--- src/rtl/quad_shuffle_pkg.sv ---
package quad_shuffle_pkg;
    localparam int VEC_W  = 128;
    localparam int IMM_W  = 8;
    localparam int DW_W   = 64;

    typedef enum logic [1:0] {
        SZ_BYTE  = 2'b00,
        SZ_HALF  = 2'b01,
        SZ_WORD  = 2'b10,
        SZ_DWORD = 2'b11
    } elem_size_e;

    typedef struct packed {
        logic             vld;
        logic [VEC_W-1:0] res;
    } shuf_state_t;
endpackage

--- src/rtl/group_lane_shuffle.sv ---
module group_lane_shuffle
    import quad_shuffle_pkg::*;
#(
    parameter int EW = 8
) (
    input  logic [IMM_W-1:0] imm,
    input  logic [VEC_W-1:0] src,
    output logic [VEC_W-1:0] shuffled
);
    localparam int N_EL = VEC_W / EW;

    logic [EW-1:0] elem [N_EL];

    genvar e;
    generate
        for (e = 0; e < N_EL; e++) begin : g_split
            assign elem[e] = src[e*EW +: EW];
        end

        for (e = 0; e < N_EL; e++) begin : g_pick
            localparam int BASE = (e / 4) * 4;
            localparam int POS  = e % 4;
            logic [1:0] pick_sel;
            assign pick_sel = imm[2*POS +: 2];
            always_comb begin
                case (pick_sel)
                    2'd0:    shuffled[e*EW +: EW] = elem[BASE];
                    2'd1:    shuffled[e*EW +: EW] = elem[BASE+1];
                    2'd2:    shuffled[e*EW +: EW] = elem[BASE+2];
                    default: shuffled[e*EW +: EW] = elem[BASE+3];
                endcase
            end
        end
    endgenerate
endmodule

--- src/rtl/dword_cross_select.sv ---
module dword_cross_select
    import quad_shuffle_pkg::*;
(
    input  logic [3:0]       ctl,
    input  logic [VEC_W-1:0] src,
    input  logic [VEC_W-1:0] dst_prior,
    output logic [VEC_W-1:0] picked
);
    localparam int N_DW = VEC_W / DW_W;

    genvar d;
    generate
        for (d = 0; d < N_DW; d++) begin : g_dw
            logic [1:0]       fld;
            logic [VEC_W-1:0] reg_pick;
            assign fld      = ctl[2*d +: 2];
            assign reg_pick = fld[1] ? src : dst_prior;
            assign picked[d*DW_W +: DW_W] =
                fld[0] ? reg_pick[DW_W +: DW_W] : reg_pick[0 +: DW_W];
        end
    endgenerate
endmodule

--- src/rtl/quad_shuffle.sv ---
module quad_shuffle
    import quad_shuffle_pkg::*;
(
    input  logic             clk,
    input  logic             rst,
    input  logic             in_valid,
    input  logic [1:0]       size_sel,
    input  logic [IMM_W-1:0] imm,
    input  logic [VEC_W-1:0] src,
    input  logic [VEC_W-1:0] dst_prior,
    output logic             out_valid,
    output logic [VEC_W-1:0] result
);
    localparam int N_LANE_SZ = 3;

    logic [VEC_W-1:0] lane_res [N_LANE_SZ];
    logic [VEC_W-1:0] dw_res;

    genvar s;
    generate
        for (s = 0; s < N_LANE_SZ; s++) begin : g_lane
            group_lane_shuffle #(.EW(8 << s)) u_lane (
                .imm      (imm),
                .src      (src),
                .shuffled (lane_res[s])
            );
        end
    endgenerate

    dword_cross_select u_dw (
        .ctl       (imm[3:0]),
        .src       (src),
        .dst_prior (dst_prior),
        .picked    (dw_res)
    );

    shuf_state_t st_d, st_q;

    always_comb begin
        st_d     = st_q;
        st_d.vld = in_valid;
        if (in_valid) begin
            case (elem_size_e'(size_sel))
                SZ_BYTE:  st_d.res = lane_res[0];
                SZ_HALF:  st_d.res = lane_res[1];
                SZ_WORD:  st_d.res = lane_res[2];
                default:  st_d.res = dw_res;
            endcase
        end
    end

    always_ff @(posedge clk) begin
        if (rst) st_q <= '0;
        else     st_q <= st_d;
    end

    assign out_valid = st_q.vld;
    assign result    = st_q.res;
endmodule

--- config.mk ---
export PLATFORM = sky130hd
export DESIGN_NAME = quad_shuffle
export DESIGN_NICKNAME = d
export VERILOG_FILES = /design/src/rtl/quad_shuffle_pkg.sv /design/src/rtl/group_lane_shuffle.sv /design/src/rtl/dword_cross_select.sv /design/src/rtl/quad_shuffle.sv
export SDC_FILE = /design/constraint.sdc
export NUM_CORES = 1
export LEC_CHECK = 0
export BUFFER_PORTS_ARGS = -buffer_cell sky130_fd_sc_hd__buf_4
export CAP_MARGIN = 40
export CORE_ASPECT_RATIO = 1.25
export CORE_MARGIN = 2
export CORE_UTILIZATION = 45
export CTS_CLUSTER_DIAMETER = 60
export DETAILED_ROUTE_END_ITERATION = 16
export PLACE_DENSITY_LB_ADDON = 0.25
export SLEW_MARGIN = 0
export SYNTH_ARGS = -nofsm -noshare
export SYNTH_HDL_FRONTEND = slang
export SYNTH_SLANG_ARGS = --single-unit
--- constraint.sdc ---
create_clock -name clk -period 5.5 [get_ports clk]
set_clock_uncertainty 0.2 [all_clocks]
set_input_delay 0.825 -clock clk [delete_from_list [all_inputs] [get_ports clk]]
set_output_delay 0.825 -clock clk [all_outputs]
set_load 0.01 [all_outputs]
==> impl_metrics.tcl, run 1 <==
set metrics [dict create \
    synth_edf_count 0 \
    cts_buffers 17 \
    synthFlopType "dfxtp_1" \
    ant_nets 0 \
    finalPower_mw 4.37 \
    cap_violations 0 \
    antenna_found_initial 11 \
    cts_root_buffer "clkbuf_16" \
    synth_area_um2 21000 \
    grtUsageMet1_pct 51.5 \
    max_slew_margin_pct 27.0 \
    ctsHtreeMaxLevel 4 \
    start_util_pct 45.5 \
    rrSetupSlack_ns 4.16 \
    syn_avg_cell_area_um2 10.5 \
    drive_gt1_share_pct 44.4 \
    hpwl_um 66000 \
    min_path_cells 2 \
    finalCritPeriodShare_pct 60.1 \
    die-area_um2 48400 \
    grt_overflow_total 0 \
    ys_types 58 \
    r2r-start "result[98]" \
    grtUsageTotal_pct 40.5 \
    synthArstFlopShare_pct 0 \
    ys_seq_elements 129 \
    synth_most_common_cell "mux4_2" \
    top_usage_layer "met2" \
    rows 88 \
    status "finished clean" \
    drcViolationCount 0 \
    cts_tree "built" \
    die_w_um 197 \
    vias 21300 \
    die_h_um 245 \
    fin_nets 2397 \
    timing.rr.end "result[98]" \
    grt_pass1_vias 20500 \
    synth.top_cell.area_share_pct 37.0 \
    grt_max_degree 102 \
    first_pass_iters 6 \
    power_density_nw_per_um2 182 \
    yosysWarnings 0 \
    wl_um 99200 \
    worst_ep_required_time_ns 5.66 \
    netlist_top_cells_area "mux4_2 (37%), dfxtp_1 (12%), mux2i_1 (12%), mux2_2 (5.0%), clkbuf_1 (3.7%)" \
    endpoint_kind "register" \
    grt_pass1_wl_um 145000 \
    gp_congestion 0.962 \
    grt_util_met3_pct 12.3 \
    finalSetupViolations 0 \
    hold_buffers 0 \
    ys_seq_area_share_pct 12.3 \
    cp.arrival_ns 3.46 \
    r2r_cells 3 \
    whs_endpoint "result[64]" \
    hold_class "register to register" \
    areaGrowthSynthToFinish_pct 14.4 \
    critPathKind "input pin to register" \
    cts-resized-gates 0 \
    path_max_fanout 56 \
    min-delay-start "result[64]" \
    synthCells 1995 \
    synth_nets 2264 \
    path_clk_slew_ns 0.07 \
    finalHoldViolCount 0 \
    port_buffers 397 \
    worst_pin_slew_ns 1.10 \
    coreArea_um2 46100 \
    cts_num_sinks 129 \
    use_met2_pct 57.8 \
    drt_iter0_markers 3459 \
    period_minus_slack_ns 3.31 \
    ir_drop_uv 253 \
    wire_per_inst_um 36.2 \
    startpoint_type "input pin" \
    viasPerCell 7.80 \
    rsz0062_at_grt "no" \
    post-route-util_pct 52.1 \
    max_freq_mhz 302 \
    clock_latency_ns 0.48 \
    yosys-top-cells-count "mux4_2 (345), mux2i_1 (249), clkbuf_1 (208), nand2_1 (146), dfxtp_1 (129)" \
    slew_viol_final 0 \
    fin_tns_setup_ns 0 \
    yosysTopAreaCell "mux4_2" \
    pin_count 398 \
    leakagePower_nw 9.26 \
    post_cts_buffers 0 \
    cts_buffer_depth 2 \
]
worst max-delay path, stage by stage:
cell	delay [ns]
buf_4	0.64
clkinv_1	0.92
a221o_1	0.58
a221oi_1	0.30
o21ai_1	0.11
final cells by class:
type / count / area (um2)
diodes: 10 / 25.0
clock buffers: 22 / 464
clock inverters: 10 / 110
fillers: 4063 / 22100
inverters: 10 / 42.5
multi-input cells: 1498 / 16300
flip-flops and latches: 129 / 2580
well taps: 585 / 732
repair buffers: 472 / 3720
cells by family after synthesis:
family / after synthesis / share of synthesized area, %
AO/OA/AOI/OAI: 440 / 15.5
buffers and inverters: 368 / 9.97
flip-flops: 129 / 12.3
multiplexers: 701 / 54.6
AND/OR/NAND/NOR: 357 / 7.62
per-stage QoR:
stage,worst slack [ns],instances,hold slack (ns),area [um2]
2_1_floorplan,2.94,1995,0.267,21000
3_3_place_gp,1.82,2688,0.233,23300
3_5_place_dp,1.83,2694,0.234,23400
4_1_cts,2.33,2726,0.250,24000
5_1_grt,2.05,2735,0.274,24000
6_report,2.19,2736,0.248,24000
power by group:
part	switching, mW	internal, mW	total, mW
Combinational	1.06	0.969	2.03
Clock	0.530	0.687	1.22
Sequential	0.0962	1.02	1.12
Total	1.69	2.68	4.37
layout by cell type (no fill, tap or decap), types with 48 or more instances in the layout:
cell,count
a22oi_1,71
mux2i_1,249
nand2_1,146
buf_4,458
dfxtp_1,129
o2111ai_1,48
a21oi_1,59
mux4_2,345
mux2_2,94
nor2_1,98
routing by layer:
metal / vias to the layer above / share of wire (%)
met1: 10400 / 34
met4: 4 / 8.8
met3: 459 / 15
met2: 2141 / 43
li1: 8314 / -
met5: - / 0.025
worst max path at each step:
stage | cells past startpoint | startpoint | to | slack [ns]
floorplan | 7 | imm[7] | result[112] | 2.94
global placement | 6 | imm[5] | result[71] | 1.82
detailed placement | 5 | imm[6] | result[123] | 1.83
CTS | 5 | imm[6] | result[120] | 2.33
global route | 5 | imm[6] | result[120] | 2.05
finish | 5 | imm[6] | result[120] | 2.19
state kept, by name (all words and copies together), names as in the netlist:
name / flops
out_valid: 1
result: 128
No activity file was read; power rests on OpenSTA's default activity.
==> run 2, diff against run 1 <==
- clock period: 5.5 -> 3.4 ns (I/O delays scaled with it)
==> impl_metrics.tcl, run 2 (synthesis results as in run 1) <==
set metrics [dict create \
    status "finished clean" \
    fin_nets 2454 \
    drcViolationCount 0 \
    cts_num_sinks 129 \
    cp.arrival_ns 2.77 \
    max_slew_margin_pct 39.5 \
    critical_path.most_common_cell "buf_4" \
    path_max_fanout 44 \
    slew_viol_final 0 \
    cp-startpoint "imm[2]" \
    cts_buffer_depth 2 \
    hold_buffers 0 \
    whs_endpoint "result[103]" \
    post_cts_buffers 0 \
    first_pass_iters 5 \
    endpoint_kind "register" \
    start_util_pct 45.5 \
    largest_reg_flops 128 \
    grtUsageTotal_pct 41.1 \
    design_area_um2 24600 \
    cp_num_buf_inv 4 \
    rsz0062_at_grt "no" \
    grt_pass1_vias 21000 \
    worst_pin_slew_ns 0.884 \
    final_cell_mix "buf_4 (499), mux4_2 (345), mux2i_1 (249), nand2_1 (146), dfxtp_1 (129)" \
    leakagePower_nw 9.60 \
    fill_cells 4128 \
    finalHoldViolCount 0 \
    port_buffers 397 \
    finalSetupViolations 0 \
    gp_congestion 0.949 \
    power_density_nw_per_um2 288 \
    hold_class "input pin to register" \
    startpoint_type "input pin" \
    worstPathCellList "buf_8 -> buf_12 -> buf_4 -> mux2i_1 -> a2111oi_0 -> buf_4 -> a22o_1" \
    ant_nets 0 \
    rrSetupSlack_ns 2.06 \
    grt_max_degree 56 \
    crit_path_max_incr_delay_ns 0.82 \
    drive_gt1_share_pct 45.8 \
    period_minus_slack_ns 2.56 \
    critPathKind "input pin to register" \
    worst_ep_required_time_ns 3.61 \
    dp.cells 2751 \
    min_path_cells 2 \
    ctsHtreeMaxLevel 4 \
    min-delay-start "rst" \
    r2r_cells 3 \
    pin_count 398 \
    cts_buffers 17 \
    cts_tree "built" \
    areaGrowthSynthToFinish_pct 17.2 \
    multi_input_area_um2 16300 \
    holdWs_ns 0.167 \
    grt_overflow_total 0 \
    cap_violations 0 \
    fin_tns_setup_ns 0 \
    timing.rr.end "result[98]" \
    die_h_um 245 \
    viasPerCell 7.84 \
    wire_per_inst_um 36.2 \
    wl_um 101000 \
    grt_pass1_wl_um 147000 \
    finalCritPeriodShare_pct 75.3 \
    antenna_found_initial 9 \
    die_w_um 197 \
    coreArea_um2 46100 \
    rows 88 \
    placed_area_um2 24000 \
    path_clk_slew_ns 0.07 \
    drt_iter0_markers 3860 \
    max_freq_mhz 391 \
    cts-resized-gates 0 \
    cts_root_buffer "clkbuf_16" \
    vias 21900 \
    layout_commonest_cell "buf_4" \
    hpwl_um 69700 \
    cp_top_family "buffers and inverters" \
    r2r-start "result[98]" \
    cp_slowest_cell "a2111oi_0" \
    clock_latency_ns 0.47 \
    regArea_um2 2580 \
    fin_cells 2789 \
    ir_drop_uv 398 \
    die-area_um2 48400 \
]
-- run 2: changes by cell type in the layout (fill, tap and decap cells not counted), moves of 3 or more --
| cell | change |
|---|---|
| buf_12 | +19 |
| buf_16 | -3 |
| buf_4 | +41 |
| clkbuf_8 | +4 |
| clkinvlp_4 | -3 |
-- run 2: power by group --
part           internal (mW)  total [mW]  switching, mW  leakage, nW
registers               1.65        1.79          0.141         1.07
logic                   1.63        3.39           1.76         8.25
clock network           1.11        1.92          0.813        0.280
total                   4.38        7.09           2.71         9.60
-- run 2: layer usage --
metal	wire length, um	part of all wire [%]	vias up	GRT usage [%]
met4	7820	7.7	4	27.0
met1	33700	33	10700	51.4
li1	-	-	8449	-
met3	14500	14	453	12.3
met2	44900	44	2227	61.5
met5	21	0.021	-	0
-- run 2: worst max path at each step --
stage                        endpoint  slack [ns]  cells past startpoint
after floorplan           result[112]        1.15                      7
after global placement     result[79]        0.46                      7
after detailed placement   result[79]        0.45                      7
after CTS                  result[79]        0.91                      7
after global routing       result[79]        0.83                      7
final                      result[79]        0.84                      7
-- run 2: worst reg2reg max path, cell delays in order (launching register included) --
cell       delay (ns)
dfxtp_1          0.33
nor2b_1          0.15
a2111oi_0        0.38
a211oi_1         0.13
-- run 2: final cells by class --
class                      instances  area share, %
inverter                          10          0.163
multi-input combinational       1498           66.4
sequential                       129           10.5
timing repair buffer             529           17.6
clock buffer                      24           2.08
clock inverter                     5          0.214
tap                              585           2.98
antenna                            9         0.0916
-- run 2: through the flow --
stage          power [mW]  utilization, %  setup WS (ns)
4_1_cts              7.01            53.3          0.913
5_1_grt              7.28            53.3          0.828
3_5_place_dp         5.10            52.0          0.448
3_3_place_gp         5.06            52.0          0.465
2_1_floorplan        3.86               -           1.15
6_report             7.09            53.3          0.841
